--- config.mk ---
export PLATFORM = sky130hd
export DESIGN_NAME = bankmap_top
export DESIGN_NICKNAME = d
export VERILOG_FILES = /design/src/rtl/bankmap_pkg.sv /design/src/rtl/bankmap_decode.sv /design/src/rtl/bankmap_regs.sv /design/src/rtl/bankmap_top.sv
export SDC_FILE = /design/constraint.sdc
export NUM_CORES = 1
export LEC_CHECK = 0
export CELL_PAD_IN_SITES_DETAIL_PLACEMENT = 1
export CELL_PAD_IN_SITES_GLOBAL_PLACEMENT = 1
export CORE_MARGIN = 4
export CORE_UTILIZATION = 28
export DETAILED_ROUTE_END_ITERATION = 16
export PLACE_DENSITY = 0.89
export SKIP_CTS_REPAIR_TIMING = 1
export SLEW_MARGIN = 10
export SYNTH_ARGS = -nofsm -noshare
export SYNTH_HDL_FRONTEND = slang
export SYNTH_HIERARCHICAL = 1
export SYNTH_SLANG_ARGS = --single-unit
--- constraint.sdc ---
create_clock -name clk -period 3.2 [get_ports clk]
set_input_delay 0.96 -clock clk [delete_from_list [all_inputs] [get_ports clk]]
set_output_delay 0.96 -clock clk [all_outputs]
set_load 0.02 [all_outputs]
--- src/rtl/bankmap_pkg.sv ---
package bankmap_pkg;
  // sub-select numbers inside the I/O page (address bits 7:5)
  localparam int SUB_PAGE0 = 0;
  localparam int SUB_PAGE1 = 1;
  localparam int SUB_SPI   = 2;
  localparam int SUB_OUTB  = 3;
  localparam int SUB_INB   = 4;

  // which device a CPU address falls on; at most one bit set
  typedef struct packed {
    logic ram;
    logic rom;
    logic io;
  } region_t;
endpackage

--- src/rtl/bankmap_decode.sv ---
module bankmap_decode
  import bankmap_pkg::*;
#(
  parameter int CPU_AW   = 16,
  parameter int WIN_AW   = 15,
  parameter int FIX_AW   = 11,
  parameter int ROM_W    = 4,
  parameter logic [ROM_W-1:0] ROM_TAG = 4'hF,
  parameter int IO_OFF_W = 8,
  parameter logic [CPU_AW-IO_OFF_W-1:0] IO_TAG = 8'hEF,
  parameter int SUB_W    = 3,
  localparam int SEL_W   = CPU_AW - WIN_AW,
  localparam int NSUB    = 2 ** SUB_W
) (
  input  logic [CPU_AW-1:0] addr,
  output region_t           region,
  output logic              fixed_low,
  output logic [SEL_W-1:0]  win_sel,
  output logic [SUB_W-1:0]  sub_idx,
  output logic [NSUB-1:0]   sub_hit
);
  logic rom_hit, io_hit;
  logic unused_lo;

  assign rom_hit   = (addr[CPU_AW-1 -: ROM_W] == ROM_TAG);
  assign io_hit    = (addr[CPU_AW-1:IO_OFF_W] == IO_TAG);
  assign fixed_low = (addr[CPU_AW-1:FIX_AW] == '0);
  assign win_sel   = addr[CPU_AW-1:WIN_AW];
  assign sub_idx   = addr[IO_OFF_W-1 -: SUB_W];
  assign unused_lo = ^addr[IO_OFF_W-SUB_W-1:0];

  // ROM wins over everything, then the I/O page, then RAM
  always_comb begin
    region     = '0;
    region.rom = rom_hit;
    region.io  = io_hit && !rom_hit;
    region.ram = !io_hit && !rom_hit;
  end

  for (genvar s = 0; s < NSUB; s++) begin : g_sub
    assign sub_hit[s] = region.io && (sub_idx == SUB_W'(s));
  end
endmodule

--- src/rtl/bankmap_regs.sv ---
module bankmap_regs #(
  parameter int NUM_BANKS = 2,
  parameter int BANK_W    = 4,
  localparam int IDX_W    = $clog2(NUM_BANKS)
) (
  input  logic                              clk,
  input  logic                              rst,
  input  logic                              phi2,
  input  logic                              wr_req,
  input  logic [IDX_W-1:0]                  wr_idx,
  input  logic [BANK_W-1:0]                 wr_data,
  output logic [NUM_BANKS-1:0][BANK_W-1:0]  banks
);
  logic              phi2_q;
  logic              pend_wr;
  logic [IDX_W-1:0]  pend_idx;
  logic [BANK_W-1:0] pend_data;
  logic              commit;

  // track the request while phi2 is high; the last sample before the fall wins
  always_ff @(posedge clk) begin
    if (rst) begin
      phi2_q    <= 1'b0;
      pend_wr   <= 1'b0;
      pend_idx  <= '0;
      pend_data <= '0;
    end else begin
      phi2_q <= phi2;
      if (phi2) begin
        pend_wr   <= wr_req;
        pend_idx  <= wr_idx;
        pend_data <= wr_data;
      end else if (phi2_q) begin
        pend_wr   <= 1'b0;
      end
    end
  end

  assign commit = phi2_q && !phi2 && pend_wr;

  for (genvar b = 0; b < NUM_BANKS; b++) begin : g_bank
    logic [BANK_W-1:0] q;
    always_ff @(posedge clk) begin
      if (rst)                                   q <= '0;
      else if (commit && pend_idx == IDX_W'(b))  q <= pend_data;
    end
    assign banks[b] = q;
  end

  // page registers only move at the commit following a phi2 fall
  p_hold_r6: assert property (@(posedge clk) disable iff (rst)
    !(phi2_q && !phi2) |=> $stable(banks));
  // reset leaves every page register at zero
  p_clear_r8: assert property (@(posedge clk) rst |=> (banks == '0));
endmodule

--- src/rtl/bankmap_top.sv ---
module bankmap_top
  import bankmap_pkg::*;
#(
  parameter int CPU_AW = 16,
  parameter int DATA_W = 8,
  parameter int BANK_W = 4,
  parameter int WIN_AW = 15,
  parameter int FIX_AW = 11,
  parameter int SUB_W  = 3,
  localparam int PHYS_AW   = BANK_W + WIN_AW,
  localparam int NUM_BANKS = 2 ** (CPU_AW - WIN_AW),
  localparam int IDX_W     = $clog2(NUM_BANKS),
  localparam int NSUB      = 2 ** SUB_W
) (
  input  logic               clk,
  input  logic               rst,
  input  logic               phi2,
  input  logic [CPU_AW-1:0]  cpu_addr,
  input  logic               cpu_wr,
  input  logic [DATA_W-1:0]  cpu_wdata,
  output logic [DATA_W-1:0]  cpu_rdata,
  output logic [PHYS_AW-1:0] ram_addr,
  output logic               ram_cs,
  output logic               ram_we,
  output logic               rom_cs,
  output logic [NSUB-1:0]    io_sel
);
  region_t                         region;
  logic                            fixed_low;
  logic [IDX_W-1:0]                win_sel;
  logic [SUB_W-1:0]                sub_idx;
  logic [NSUB-1:0]                 sub_hit;
  logic [NUM_BANKS-1:0][BANK_W-1:0] banks;
  logic                            page_reg_hit;
  logic [IDX_W-1:0]                reg_idx;
  logic                            unused_wd;

  bankmap_decode #(
    .CPU_AW(CPU_AW), .WIN_AW(WIN_AW), .FIX_AW(FIX_AW), .SUB_W(SUB_W)
  ) u_decode (
    .addr(cpu_addr), .region(region), .fixed_low(fixed_low),
    .win_sel(win_sel), .sub_idx(sub_idx), .sub_hit(sub_hit)
  );

  assign page_reg_hit = region.io && (sub_idx < SUB_W'(NUM_BANKS));
  assign reg_idx      = sub_idx[IDX_W-1:0];
  assign unused_wd    = ^cpu_wdata[DATA_W-1:BANK_W];

  bankmap_regs #(.NUM_BANKS(NUM_BANKS), .BANK_W(BANK_W)) u_regs (
    .clk(clk), .rst(rst), .phi2(phi2),
    .wr_req(phi2 && cpu_wr && page_reg_hit),
    .wr_idx(reg_idx), .wr_data(cpu_wdata[BANK_W-1:0]),
    .banks(banks)
  );

  // physical address: carve-out bypasses the page registers
  always_comb begin
    if (fixed_low) ram_addr = {{BANK_W{1'b0}}, cpu_addr[WIN_AW-1:0]};
    else           ram_addr = {banks[win_sel], cpu_addr[WIN_AW-1:0]};
  end

  assign ram_cs    = phi2 && region.ram;
  assign ram_we    = ram_cs && cpu_wr;
  assign rom_cs    = phi2 && region.rom;
  assign io_sel    = phi2 ? sub_hit : '0;
  assign cpu_rdata = page_reg_hit ? {{(DATA_W-BANK_W){1'b0}}, banks[reg_idx]} : '0;

  // never more than one device selected
  p_one_dev_r5: assert property (@(posedge clk) disable iff (rst)
    $onehot0({ram_cs, rom_cs, |io_sel}));
  // vector area is ROM only
  p_vec_rom_r4: assert property (@(posedge clk) disable iff (rst)
    (phi2 && cpu_addr >= 16'hFFFA) |-> (rom_cs && !ram_cs));
  // carve-out stays in the first 2 KiB of RAM
  p_low_fixed_r3: assert property (@(posedge clk) disable iff (rst)
    (ram_cs && cpu_addr < 16'h0800) |-> (ram_addr[PHYS_AW-1:FIX_AW] == '0));
  // no select outside phase 2, write enable tied to a RAM write
  p_idle_r9: assert property (@(posedge clk) disable iff (rst)
    !phi2 |-> (!ram_cs && !rom_cs && io_sel == '0));
  p_we_r9: assert property (@(posedge clk) disable iff (rst)
    ram_we |-> (ram_cs && cpu_wr));
endmodule

# After elaboration in Yosys (flattened, before gate mapping)
# Index checks and enable logic that the tools add are counted.
# totals
register_bits	15
latch_bits	0
ramBits	0
mem_bits_ro	0
inputBits	28
out_inout_bits	38
word_cells	54
memories	0
# op_classes
add_sub_neg	0
mul	0
div	0
order_cmp	3
n_eq_ne	9
shifts	0
mux	9
bitwise	1
n_reduce_logical	26
# ops
operator	count
1-bit logical AND	20
4-bit 2-to-1 mux	5
19-bit 2-to-1 mux	1
3-bit equality test (second input constant)	4
8-bit equality test (second input constant)	1
8-bit 2-to-1 mux	1
3-bit by 2-bit equality test with 1-bit output (second input constant)	2
5-bit zero test	1
4-bit equality test (second input constant)	1
1-bit by 2-bit < comparator with 1-bit output (second input constant)	2
3-bit by 1-bit equality test with 1-bit output (second input constant)	1
1-bit zero test	3
3-bit zero test	1
3-bit by 2-bit < comparator with 1-bit output (second input constant)	1
1-bit 2-to-1 mux	2
2-bit nonzero test	1
1-bit inverter	1

# Depth between registers and ports, before layout
# depth
ltp_word	6
mapped_depth	6

# By module
# The synthesis kept the hierarchy.
# by_module_without_submodules
module	instances	cells_each	area_per_inst_um2	seq_area_each_um2
bankmap_regs	1	55	606.8	300.3
bankmap_top	1	53	356.6	0.0
bankmap_decode	1	27	188.9	0.0

# Worst setup path before layout
# No wires, ideal clock.
# synth_path
kind	input -> output
startpoint	input port cpu_addr[11]
endpoint	output port cpu_rdata[0]
arrival_ns	1.984
required_ns	2.240
setup_slack_ns	0.256
cell_stages	4
cell_sequence	nand4_2 nor2_1 or3b_4 nor2_1
# synth_lines
item	line_no	rtl
start, declared	bankmap_top.sv:18	input logic [CPU_AW-1:0] cpu_addr,
end, declared	bankmap_top.sv:21	output logic [DATA_W-1:0] cpu_rdata,

==> impl_results.md <==
* Status: finished, final reports clean
* Fraction of layout cells with a size suffix above 1 at about a quarter
* CTS Root Buffer Type: clkbuf_8
* CP max FO at 5
* Fin crit share at 96.1%
* CTS Buf Count at 3
* Worst-case reg-to-reg path depth at 2
* MaxCap Viol Count at 0
* DRC violations left at 0
* Switching power at around 0.00012 W
* Clock Power Share at around 35%
* Async set or reset register ratio after synthesis at 0%
* Area Growth Syn to Fin at 42.2%
* Chip Width at between 70 and 80 um
* Diodes inserted at 0
* DP Cell Count at about 220
* Clk Latency, worst-skew pair at roughly 0.25 ns
* Flops & latches, synth at 15
* Pint at between 0.0003 and 0.0004 W
* Relative slew slack at around two thirds
* Largest net degree at the start of global routing at 20
* Vias post-DR at around 1000
* Ports at 66
* Area of the core at 4000 um2
* GRT Total Usage at a little over a tenth
* Final GP Congestion at ~0.72
* Syn Area/Cell at about 8.5 um2
* Tightest Pin Transition at 0.507 ns
* Critical Path Sink Type: primary output
* Reg area at 300 um2
* Number of DRC markers in iteration 0 at 23
* Part of the power in registers at between 40% and 50%
* Clock Skews at approximately 0.0021 ns
* Internal reg-to-reg setup slack at 2.14 ns
* H-tree depth at 1
* Vias in the first global route at 985
* Syn Inst Count at between 100 and 150
* Highest clock rate at 0.325 GHz
* Layout Utilization at 41.0%
* I/O Buffers at 47
* Yosys top cell by area: dfxtp_1
* Crit. Startpoint: cpu_addr[12]
* Setup CP Type: in -> out
* WHS at 0.496 ns
* Setup violators final at 0
* Main synth FF type: dfxtp_1
* Final std cells w/o fill at 221
* Comb power frac at 22.4%
* Layout fillers at roughly 500
* FP Rows at 23
* Synth warn at 6
* Drt pass-1 iters at 4
* Final wirelength at slightly below 3 mm
* Die Area at 5210 um2
* Sequential-to-total area share from yosys stat at between 20% and 30%
* Cell Area, Synth at 1150 um2
* Die height at between 70 and 80 um
* Clock transition at path regs at around 0.060 ns
* Gr ovfl total at 0
* Total Power at about 0.00045 W
* RSZ-0062 raised after global routing: false
* Nets at 200
* Worst R2R End: u_regs/g_bank[0].q[1]
* Final ANT Viol Nets at 0
* Area of the multi-input gates at 678 um2
* Final Slew Violations at 0
* Vias per cell at 4.52
* Post-synth top area share at a little over a quarter
* TritonCTS clock tree: yes
* Initial antenna violation count at 0
* Final worst path period need at 3.07 ns
* Peak supply drop at approximately 0.14 mV
* P_leak at between 0.8 and 0.9 nW
* Final Hold Viols at 0
* CP endpoint: cpu_rdata[0]
* CTS sink count at 15
* Cell variety after synth at 27
* Reg2reg start: u_regs/pend_idx
* Initial Util at 28.8%
* WP data required at between 2 and 2.5 ns
* Clock buffer depth at 2
* Switching share of total power at approximately a quarter
* First-pass GRT wire length at 4.46 mm
* HPWL after DPL at roughly 2.3 mm
* Worst hold path type: reg -> reg
* Startpoint types: input port
* WL per Instance at 13.2 um
* Pwr/cell area at approximately 270 nW/um2
* Top post-synthesis cells by area: dfxtp_1, mux2i_1, buf_4
* Number of synthesized flops with an enable pin at 0
* Worst endpoint data arrival time at around 2.1 ns
## kinds of logic after synthesis
group                  after synthesis  synth area share, %
multiplexers                        21                 18.2
other                                1                0.325
flip-flops                          15                 26.1
AND/OR/NAND/NOR                     63                 34.1
buffers and inverters               33                 20.1
AO/OA/AOI/OAI                        2                 1.19
## sequential cells by signal, indices dropped and copies added (netlist names)
register / count
u_regs/g_bank.q: 8
u_regs/pend_data: 4
u_regs/pend_idx: 1
u_regs/pend_wr: 1
u_regs/phi2_q: 1
## worst max-delay path: stages
cell	delay (ns)
dlymetal6s2s_1	0.15
nand4b_4	0.19
nor2_2	0.10
or3b_4	0.46
nor2_4	0.12
buf_4	0.14
## Yosys cell counts, drive strengths merged, types with 2 or more instances
library cell	n
or3b	2
nand4b	2
nand2b	14
nor4	6
clkbuf	4
nor4b	2
dfxtp	15
nand2	3
buf	27
mux2i	21
nor2	18
inv	2
and2	10
## worst min path at each step
stage                          start               endpoint  slack, ns  cells after the start
6_report       u_regs/g_bank[0].q[0]  u_regs/g_bank[0].q[0]       0.50                      2
3_3_place_gp     u_regs/pend_data[3]    u_regs/pend_data[3]       0.47                      2
4_1_cts        u_regs/g_bank[0].q[0]  u_regs/g_bank[0].q[0]       0.50                      2
3_5_place_dp   u_regs/g_bank[0].q[2]  u_regs/g_bank[0].q[2]       0.48                      2
5_1_grt        u_regs/g_bank[0].q[0]  u_regs/g_bank[0].q[0]       0.53                      2
2_1_floorplan  u_regs/g_bank[0].q[0]  u_regs/g_bank[0].q[0]       0.46                      2
## routing by layer
metal	up-vias	track usage, %	wire (um)
li1	494	-	-
met1	466	12.3	1200
met2	32	19.2	1480
met3	7	2.08	191
met4	0	5.22	46
met5	-	0	0
## power by group through the flow
stage                     Combinational (W)  Clock [W]  Sequential, W
after floorplan                   0.0000709          0       0.000197
after global placement             0.000102          0       0.000198
after detailed placement           0.000103          0       0.000198
after CTS                          0.000103   0.000164       0.000194
after global routing               0.000109   0.000166       0.000195
final                              0.000101   0.000155       0.000194
## layout make-up
type	instances	area share, %
Sequential cell	15	18.3
Tap cell	50	3.82
Multi-Input combinational cell	90	41.4
Clock buffer	3	2.52
Timing Repair Buffer	60	33.2
Inverter	2	0.458
Clock inverter	1	0.305
## cell usage in the layout (no fill, tap or decap), drive strengths merged, types with 3 or more instances in the layout
master         count
nand2b            14
and2              10
clkdlybuf4s50     17
nor4               6
conb               4
dfxtp             15
nor2              18
nand2              3
clkbuf            14
dlymetal6s2s      15
buf               17
mux2i             21
## stage by stage
stage	TNS, ns	cell area [um2]	worst slack, ns
2_1_floorplan	0	1160	0.256
3_3_place_gp	-10.95	1570	-0.656
3_5_place_dp	-11.19	1570	-0.697
4_1_cts	-11.33	1620	-0.706
5_1_grt	0	1640	0.0576
6_report	0	1640	0.126
No activity file was read; power rests on OpenSTA's default activity.
